$ cat config.mk
export PLATFORM = sky130hd
export DESIGN_NAME = txsched_regfile
export DESIGN_NICKNAME = d
export VERILOG_FILES = /design/src/rtl/txsched_regs_pkg.sv /design/src/rtl/txsched_qstat_bank.sv /design/src/rtl/txsched_index_bank.sv /design/src/rtl/txsched_chan_map.sv /design/src/rtl/txsched_regfile.sv
export SDC_FILE = /design/constraint.sdc
export NUM_CORES = 1
export LEC_CHECK = 0
export ABC_AREA = 1
export BUFFER_PORTS_ARGS = -buffer_cell sky130_fd_sc_hd__buf_2
export CORE_MARGIN = 5
export CORE_UTILIZATION = 40
export CTS_BUF_LIST = sky130_fd_sc_hd__clkbuf_2
export CTS_CLUSTER_DIAMETER = 150
export DETAILED_ROUTE_END_ITERATION = 6
export PLACE_DENSITY_LB_ADDON = 0.12
export SLEW_MARGIN = 0
export SYNTH_ARGS = -nofsm -noshare
export SYNTH_HDL_FRONTEND = slang
export SYNTH_SLANG_ARGS = --single-unit
$ cat constraint.sdc
create_clock -name clk -period 2.6 [get_ports clk]
set_clock_uncertainty 0.2 [all_clocks]
set_input_delay 0.39 -clock clk [delete_from_list [all_inputs] [get_ports clk]]
set_output_delay 0.39 -clock clk [all_outputs]
set_load 0.02 [all_outputs]
$ cat src/rtl/txsched_regs_pkg.sv
package txsched_regs_pkg;

    localparam int ADDR_W = 10;
    localparam int STAT_W = 10;

    // Region codes taken from address bits 9:6
    localparam logic [3:0] REG_CTRL = 4'h0;
    localparam logic [3:0] REG_WIDX = 4'h1;
    localparam logic [3:0] REG_RIDX = 4'h2;
    localparam logic [3:0] REG_STAT = 4'h4;

    // Slot codes inside the control region, from address bits 5:2
    localparam logic [3:0] SLOT_EMPTY = 4'h0;
    localparam logic [3:0] SLOT_CHAN  = 4'h1;
    localparam logic [3:0] SLOT_CHAIN = 4'h2;

    typedef struct packed {
        logic       spare9;
        logic       ack;
        logic [1:0] spare7_6;
        logic       win_left;
        logic [3:0] fifo;
        logic       active;
    } qstat_t;

    typedef enum logic [2:0] {
        SEL_NONE,
        SEL_EMPTY,
        SEL_CHAN,
        SEL_CHAIN,
        SEL_WIDX,
        SEL_RIDX,
        SEL_STAT
    } sel_e;

    typedef struct packed {
        sel_e       sel;
        logic [3:0] q;
    } dec_t;

    function automatic dec_t decode_addr(input logic [ADDR_W-1:0] a, input int nq);
        dec_t d;
        d.q   = a[5:2];
        d.sel = SEL_NONE;
        if (a[1:0] == 2'b00) begin
            unique case (a[9:6])
                REG_CTRL: begin
                    if (a[5:2] == SLOT_EMPTY)      d.sel = SEL_EMPTY;
                    else if (a[5:2] == SLOT_CHAN)  d.sel = SEL_CHAN;
                    else if (a[5:2] == SLOT_CHAIN) d.sel = SEL_CHAIN;
                end
                REG_WIDX: if (int'(a[5:2]) < nq) d.sel = SEL_WIDX;
                REG_RIDX: if (int'(a[5:2]) < nq) d.sel = SEL_RIDX;
                REG_STAT: if (int'(a[5:2]) < nq) d.sel = SEL_STAT;
                default:  d.sel = SEL_NONE;
            endcase
        end
        return d;
    endfunction

    function automatic logic [STAT_W-1:0] merge_bits(input logic [STAT_W-1:0] old_v,
                                                     input logic [STAT_W-1:0] new_v,
                                                     input logic [STAT_W-1:0] en);
        return (old_v & ~en) | (new_v & en);
    endfunction

endpackage

$ cat src/rtl/txsched_qstat_bank.sv
module txsched_qstat_bank
    import txsched_regs_pkg::*;
#(
    parameter int NUM_Q = 16,
    parameter int CMD_Q = 4
) (
    input  logic                    clk,
    input  logic                    rst,
    input  logic [NUM_Q-1:0]        wr_stb,
    input  logic [2*STAT_W-1:0]     wr_word,
    output logic [NUM_Q*STAT_W-1:0] stat_flat
);

    logic [STAT_W-1:0] en_bits;
    logic [STAT_W-1:0] data_bits;

    assign en_bits   = wr_word[2*STAT_W-1:STAT_W];
    assign data_bits = wr_word[STAT_W-1:0];

    for (genvar q = 0; q < NUM_Q; q++) begin : g_q
        qstat_t cur;
        qstat_t nxt;

        always_comb begin
            nxt = cur;
            if (wr_stb[q]) nxt = qstat_t'(merge_bits(cur, data_bits, en_bits));
            if (q == CMD_Q) nxt.ack = 1'b0;
        end

        always_ff @(posedge clk) begin
            if (rst) cur <= '0;
            else     cur <= nxt;
        end

        assign stat_flat[q*STAT_W +: STAT_W] = cur;
    end

endmodule

$ cat src/rtl/txsched_index_bank.sv
module txsched_index_bank #(
    parameter int NUM_Q = 16,
    parameter int IDX_W = 8
) (
    input  logic                   clk,
    input  logic                   rst,
    input  logic [NUM_Q-1:0]       wstb_widx,
    input  logic [NUM_Q-1:0]       wstb_ridx,
    input  logic [IDX_W-1:0]       wr_val,
    input  logic [NUM_Q-1:0]       rd_adv,
    input  logic                   empty_wr,
    input  logic [NUM_Q-1:0]       empty_mask,
    input  logic [NUM_Q-1:0]       empty_data,
    output logic [NUM_Q*IDX_W-1:0] widx_flat,
    output logic [NUM_Q*IDX_W-1:0] ridx_flat,
    output logic [NUM_Q-1:0]       empty
);

    for (genvar q = 0; q < NUM_Q; q++) begin : g_q
        logic [IDX_W-1:0] widx_q, widx_n;
        logic [IDX_W-1:0] ridx_q, ridx_n;
        logic             emp_q, emp_n;

        always_comb begin
            widx_n = wstb_widx[q] ? wr_val : widx_q;
            if (wstb_ridx[q])   ridx_n = wr_val;
            else if (rd_adv[q]) ridx_n = ridx_q + 1'b1;
            else                ridx_n = ridx_q;

            if (ridx_n == widx_n)               emp_n = 1'b1;
            else if (empty_wr && empty_mask[q]) emp_n = empty_data[q];
            else                                emp_n = emp_q;
        end

        always_ff @(posedge clk) begin
            if (rst) begin
                widx_q <= '0;
                ridx_q <= '0;
                emp_q  <= 1'b1;
            end else begin
                widx_q <= widx_n;
                ridx_q <= ridx_n;
                emp_q  <= emp_n;
            end
        end

        assign widx_flat[q*IDX_W +: IDX_W] = widx_q;
        assign ridx_flat[q*IDX_W +: IDX_W] = ridx_q;
        assign empty[q]                    = emp_q;
    end

endmodule

$ cat src/rtl/txsched_chan_map.sv
module txsched_chan_map #(
    parameter int NUM_Q  = 16,
    parameter int NUM_CH = 8
) (
    input  logic [NUM_Q-1:0]   q_active,
    input  logic [NUM_Q*4-1:0] q_fifo,
    input  logic [NUM_Q-1:0]   q_empty,
    input  logic [NUM_CH-1:0]  chan_en,
    output logic [NUM_Q-1:0]   q_eligible,
    output logic [NUM_CH-1:0]  ch_pending
);

    logic [NUM_Q-1:0] ready;

    for (genvar q = 0; q < NUM_Q; q++) begin : g_q
        logic [3:0] f;
        logic       f_ok;
        assign f    = q_fifo[q*4 +: 4];
        assign f_ok = (int'(f) < NUM_CH);
        assign q_eligible[q] = q_active[q] && f_ok && chan_en[f[$clog2(NUM_CH)-1:0]];
        assign ready[q]      = q_eligible[q] && !q_empty[q];
    end

    for (genvar c = 0; c < NUM_CH; c++) begin : g_c
        always_comb begin
            ch_pending[c] = 1'b0;
            for (int q = 0; q < NUM_Q; q++) begin
                if (ready[q] && int'(q_fifo[q*4 +: 4]) == c) ch_pending[c] = 1'b1;
            end
        end
    end

endmodule

$ cat src/rtl/txsched_regfile.sv
module txsched_regfile
    import txsched_regs_pkg::*;
#(
    parameter int NUM_Q  = 16,
    parameter int NUM_CH = 8,
    parameter int IDX_W  = 8,
    parameter int CMD_Q  = 4
) (
    input  logic                clk,
    input  logic                rst,
    input  logic                wr_en,
    input  logic [ADDR_W-1:0]   wr_addr,
    input  logic [31:0]         wr_data,
    input  logic [ADDR_W-1:0]   rd_addr,
    output logic [31:0]         rd_data,
    input  logic [NUM_Q-1:0]    rd_adv,
    output logic [NUM_Q-1:0]    q_active,
    output logic [NUM_Q*4-1:0]  q_fifo,
    output logic [NUM_Q-1:0]    q_win_left,
    output logic [NUM_Q-1:0]    q_ack_mode,
    output logic [NUM_Q-1:0]    q_chain,
    output logic [NUM_Q-1:0]    q_empty,
    output logic [NUM_CH-1:0]   chan_en,
    output logic [NUM_Q-1:0]    q_eligible,
    output logic [NUM_CH-1:0]   ch_pending
);

    dec_t wdec;
    dec_t rdec;

    logic [NUM_Q-1:0] stb_stat, stb_widx, stb_ridx;
    logic             stb_empty, stb_chan, stb_chain;

    logic [NUM_Q*STAT_W-1:0] stat_flat;
    logic [NUM_Q*IDX_W-1:0]  widx_flat;
    logic [NUM_Q*IDX_W-1:0]  ridx_flat;
    logic [NUM_CH-1:0]       chan_q;
    logic [NUM_Q-1:0]        chain_q;
    logic [31:0]             unused_hi;

    assign wdec = decode_addr(wr_addr, NUM_Q);
    assign rdec = decode_addr(rd_addr, NUM_Q);

    always_comb begin
        stb_stat  = '0;
        stb_widx  = '0;
        stb_ridx  = '0;
        stb_empty = wr_en && (wdec.sel == SEL_EMPTY);
        stb_chan  = wr_en && (wdec.sel == SEL_CHAN);
        stb_chain = wr_en && (wdec.sel == SEL_CHAIN);
        if (wr_en) begin
            for (int q = 0; q < NUM_Q; q++) begin
                if (int'(wdec.q) == q) begin
                    stb_stat[q] = (wdec.sel == SEL_STAT);
                    stb_widx[q] = (wdec.sel == SEL_WIDX);
                    stb_ridx[q] = (wdec.sel == SEL_RIDX);
                end
            end
        end
    end

    txsched_qstat_bank #(.NUM_Q(NUM_Q), .CMD_Q(CMD_Q)) u_stat (
        .clk      (clk),
        .rst      (rst),
        .wr_stb   (stb_stat),
        .wr_word  (wr_data[2*STAT_W-1:0]),
        .stat_flat(stat_flat)
    );

    txsched_index_bank #(.NUM_Q(NUM_Q), .IDX_W(IDX_W)) u_idx (
        .clk       (clk),
        .rst       (rst),
        .wstb_widx (stb_widx),
        .wstb_ridx (stb_ridx),
        .wr_val    (wr_data[IDX_W-1:0]),
        .rd_adv    (rd_adv),
        .empty_wr  (stb_empty),
        .empty_mask(wr_data[16 +: NUM_Q]),
        .empty_data(wr_data[NUM_Q-1:0]),
        .widx_flat (widx_flat),
        .ridx_flat (ridx_flat),
        .empty     (q_empty)
    );

    always_ff @(posedge clk) begin
        if (rst) begin
            chan_q  <= '0;
            chain_q <= '0;
        end else begin
            if (stb_chan)  chan_q  <= wr_data[NUM_CH-1:0];
            if (stb_chain) chain_q <= wr_data[NUM_Q-1:0];
        end
    end

    assign chan_en = chan_q;
    assign q_chain = chain_q;

    for (genvar q = 0; q < NUM_Q; q++) begin : g_dec
        qstat_t s;
        assign s                = qstat_t'(stat_flat[q*STAT_W +: STAT_W]);
        assign q_active[q]      = s.active;
        assign q_fifo[q*4 +: 4] = s.fifo;
        assign q_win_left[q]    = s.win_left;
        assign q_ack_mode[q]    = s.ack;
    end

    txsched_chan_map #(.NUM_Q(NUM_Q), .NUM_CH(NUM_CH)) u_map (
        .q_active  (q_active),
        .q_fifo    (q_fifo),
        .q_empty   (q_empty),
        .chan_en   (chan_q),
        .q_eligible(q_eligible),
        .ch_pending(ch_pending)
    );

    assign unused_hi = '0;

    always_comb begin
        rd_data = unused_hi;
        unique case (rdec.sel)
            SEL_EMPTY: rd_data = 32'(q_empty);
            SEL_CHAN:  rd_data = 32'(chan_q);
            SEL_CHAIN: rd_data = 32'(chain_q);
            SEL_WIDX:  rd_data = 32'(widx_flat[rdec.q*IDX_W +: IDX_W]);
            SEL_RIDX:  rd_data = 32'(ridx_flat[rdec.q*IDX_W +: IDX_W]);
            SEL_STAT:  rd_data = 32'(stat_flat[rdec.q*STAT_W +: STAT_W]);
            default:   rd_data = unused_hi;
        endcase
    end

endmodule

==> results.toml <==
[die]
dieArea_sq_um = 83260
design.portCount = 279
initial_utilization_pct = 40.20
floorplan.die.width_um = 288.6
cell_rows = 102
die_h_um = 288.6
core_area_sq_um = 77210

[global_route]
grt_pass1_vias = 35200
track_usage_pct = 34.46
grt-ovfl-total = 0
grt_pass1_wl_mm = 218.1
initial_antenna_violation_count = 7
maximum_number_of_pins_on_one_net_before_global_route_repair = 71

[logic_synthesis]
synthDominantAreaCellType = "sky130_fd_sc_hd__dfxtp_1"
muxShareOfSynthArea_pct = 0.4515
cell_types_occupying_the_most_area_after_synthesis = "sky130_fd_sc_hd__dfxtp_1 (29%), sky130_fd_sc_hd__nand2_1 (16%), sky130_fd_sc_hd__nor2_1 (8.8%), sky130_fd_sc_hd__inv_1 (7.2%), sky130_fd_sc_hd__nand3_1 (5.2%)"
largest_family_of_logic_cells_by_synthesized_area = "simple AND/OR/NAND/NOR gates"
synth-edff-count = 0
postSynthCellCount = 5146
dominantRegCellSynth = "sky130_fd_sc_hd__dfxtp_1"
post_synthesis_adder_cell_area_fraction_pct = 0.6450
netlist-cell-type-count = 52
async_reset_ff_share_pct = 0
yosys_register_bits = 455
synth_top_area_share_pct = 29.35
yosysWarnings = 0
synth-seq-area-share_pct = 29.35
synth_compound_gate_area_share_pct = 13.35
synth_xor_area_share_pct = 2.512
post_synth_and_or_nand_nor_area_fraction_pct = 38.98
synth.cell_area_sq_um = 31040
syn-mean-instance-area_sq_um = 6.031

[layout]
mostFrequentLayoutCells = "sky130_fd_sc_hd__nand2_1 (1239), sky130_fd_sc_hd__nor2_1 (666), sky130_fd_sc_hd__buf_4 (630)"
commonest_non_fill_non_tap_cell_in_the_layout = "sky130_fd_sc_hd__nand2_1"
utilization_pct = 58.42
drive_gt1_share_pct = 28.27
area.growth.synth_to_final_pct = 45.33
layout_net_count = 6212

[sta]
timing.hold.ws_ns = -0.04239
worst_case_setup_margin_in_the_final_layout_ns = -1.554
setup_repair_after_global_routing_missed_its_margin = "true"
finalMaxSlewViolations = 0
max_frequency_mhz = 240.7
timing_hold_violations_final = 7
layout_min_cycle_time_ns = 4.154
finalSetupViolations = 304
tightestPinTransition_ns = 0.9365
timing.slew.headroom_pct = 37.56
fin_tns_setup_ns = -72.98
post_route_fraction_of_the_period_consumed_by_the_critical_path_pct = 159.8

[critical_path]
timing.critical_path.required_ns = 2.01
reg2regPathDepth = 14
critical_path_launch_point_type = "flop"
cp_max_fo = 6
reg2reg_slack_ns = 0.16
arrival_ns = 3.56
critical_path.reg2reg.endpoint = "u_idx.g_q[7].emp_q"
crit_path_kind = "reg -> out"
rr_startpoint = "u_idx.g_q[7].ridx_q[0]"
worstSetupEndpointType = "output pin"

[clocking]
tritoncts.num_buffers = 137
buffers_from_clock_root_to_sink_at_most = 3
number_of_levels_the_h_tree_was_split_into = 4
tritoncts = "built"
clock_sinks = 455
clkTransAtPathRegs_ns = 0.12
cts.root.buffer_cell = "sky130_fd_sc_hd__clkbuf_2"
clk-insertion-delay-late_ns = 1.39

[drt]
drc_errors = 7
antenna_violating_nets_post_route = 0
dr_total_vias = 38450
initialDrtViolationCount = 4102
via_density_per_instance = 5.296
routed_wirelength_normalized_by_instance_count_um = 20.75
drt_wl_total_mm = 150.6
first_pass_iters = 7

[worst_hold_path]
whs_endpoint = "u_idx.g_q[10].ridx_q[7]"
min_path_cells = 12
hold_path_startpoint = "wr_addr[7]"
holdCritPathClass = "in -> reg"

[pwr]
power.combinational.fraction_pct = 14.9
switching_power_mw = 5.101
worst_ir_drop_vdd_mv = 0.2629
total_power_mw = 15.05
leakage_nw = 20.27
p_clk_share_pct = 38.7
power.share.sequential_pct = 46.4
power_density_nw_per_um2 = 333.7
sw_frac_of_total_pct = 33.89
internal_power_mw = 9.950

[place]
gp_congestion = 1.017
port_buffers = 261
post_detail_place_hpwl_mm = 107.6
place_ws_ns = -0.8488

[job]
max_cap_viol_count = 0

[run_status]
violations = "DRC, hold timing, setup timing"
outcome = "finished with violations"
cell usage after synthesis, drive strengths merged (88+ instances only):
cell    instances
o21ai         367
nand3         323
dfxtp         455
nand4         143
nor2          732
nand2        1304
nor3b          88
clkbuf        233
a21oi         112
inv           601
buf           209
nor3          182
cell type report:
| type | instances | area (sq um) |
|---|---|---|
| Multi-Input combinational cell | 3658 | 18840 |
| Clock buffer | 201 | 1006 |
| Antenna cell | 8 | 20.02 |
| Sequential cell | 455 | 9490 |
| Tap cell | 1040 | 1301 |
| Timing Repair Buffer | 1266 | 11930 |
| Inverter | 607 | 2332 |
| Fill cell | 7472 | 32110 |
| Clock inverter | 24 | 188.9 |
critical path, stage by stage, from the launching register on:
cell,delay (ns)
sky130_fd_sc_hd__dfxtp_4,0.42
sky130_fd_sc_hd__inv_4,0.05
sky130_fd_sc_hd__nor2_4,0.09
sky130_fd_sc_hd__nand2_1,0.06
sky130_fd_sc_hd__nand4_1,0.24
sky130_fd_sc_hd__nor2_2,0.10
sky130_fd_sc_hd__nor3_4,0.27
sky130_fd_sc_hd__nand2_2,0.14
sky130_fd_sc_hd__nor3_2,0.15
sky130_fd_sc_hd__buf_4,0.16
sky130_fd_sc_hd__nand2_2,0.05
sky130_fd_sc_hd__nand4_1,0.12
sky130_fd_sc_hd__nor2_1,0.07
sky130_fd_sc_hd__nand2_1,0.12
sky130_fd_sc_hd__buf_6,0.14
per-stage QoR:
stage                     cells  area (sq um)
after floorplan            5162         31200
final                      7259         45110
after global routing       7256         45100
after global placement     6734         37760
after detailed placement   6734         37760
after CTS                  7204         43830
power by group through the flow:
stage / registers (mW) / logic, mW / clock network, mW
final: 6.99 / 2.24 / 5.82
after global routing: 7.00 / 2.37 / 6.36
after CTS: 7.00 / 2.15 / 5.97
after detailed placement: 7.23 / 1.93 / 0
after global placement: 7.23 / 1.92 / 0
after floorplan: 7.21 / 0.995 / 0
what timing repair did:
action	CTS	global route
pin swaps	124	129
cloned	1	1
setup endpoints to repair	186	577
resized for setup	881	282
setup buffers	60	78
hold endpoints to repair	455	209
hold buffers	205	22
metal layers:
metal / track usage, % / part of all wire [%]
met5: 0 / 0.0073
met4: 12.19 / 3.6
met3: 7.459 / 11
met2: 51.41 / 42
met1: 49.05 / 43
worst max path at each step:
stage | startpoint | to | slack (ns)
final | flop | ch_pending[2] | -1.55
after global routing | flop | ch_pending[2] | -1.73
after CTS | chan_en[7] | ch_pending[7] | -1.47
after detailed placement | rd_addr[5] | rd_data[4] | -0.85
after global placement | rd_addr[5] | rd_data[4] | -0.83
after floorplan | rd_addr[3] | rd_data[11] | -0.02
cell families after synthesis:
family	Yosys count
multiplexers	14
flip-flops	455
XOR/XNOR	89
AND/OR/NAND/NOR	2816
AO/OA/AOI/OAI	706
buffers and inverters	1049
other	1
adder cells (fa/ha/maj)	16
Power figures use the tool's default switching activity.
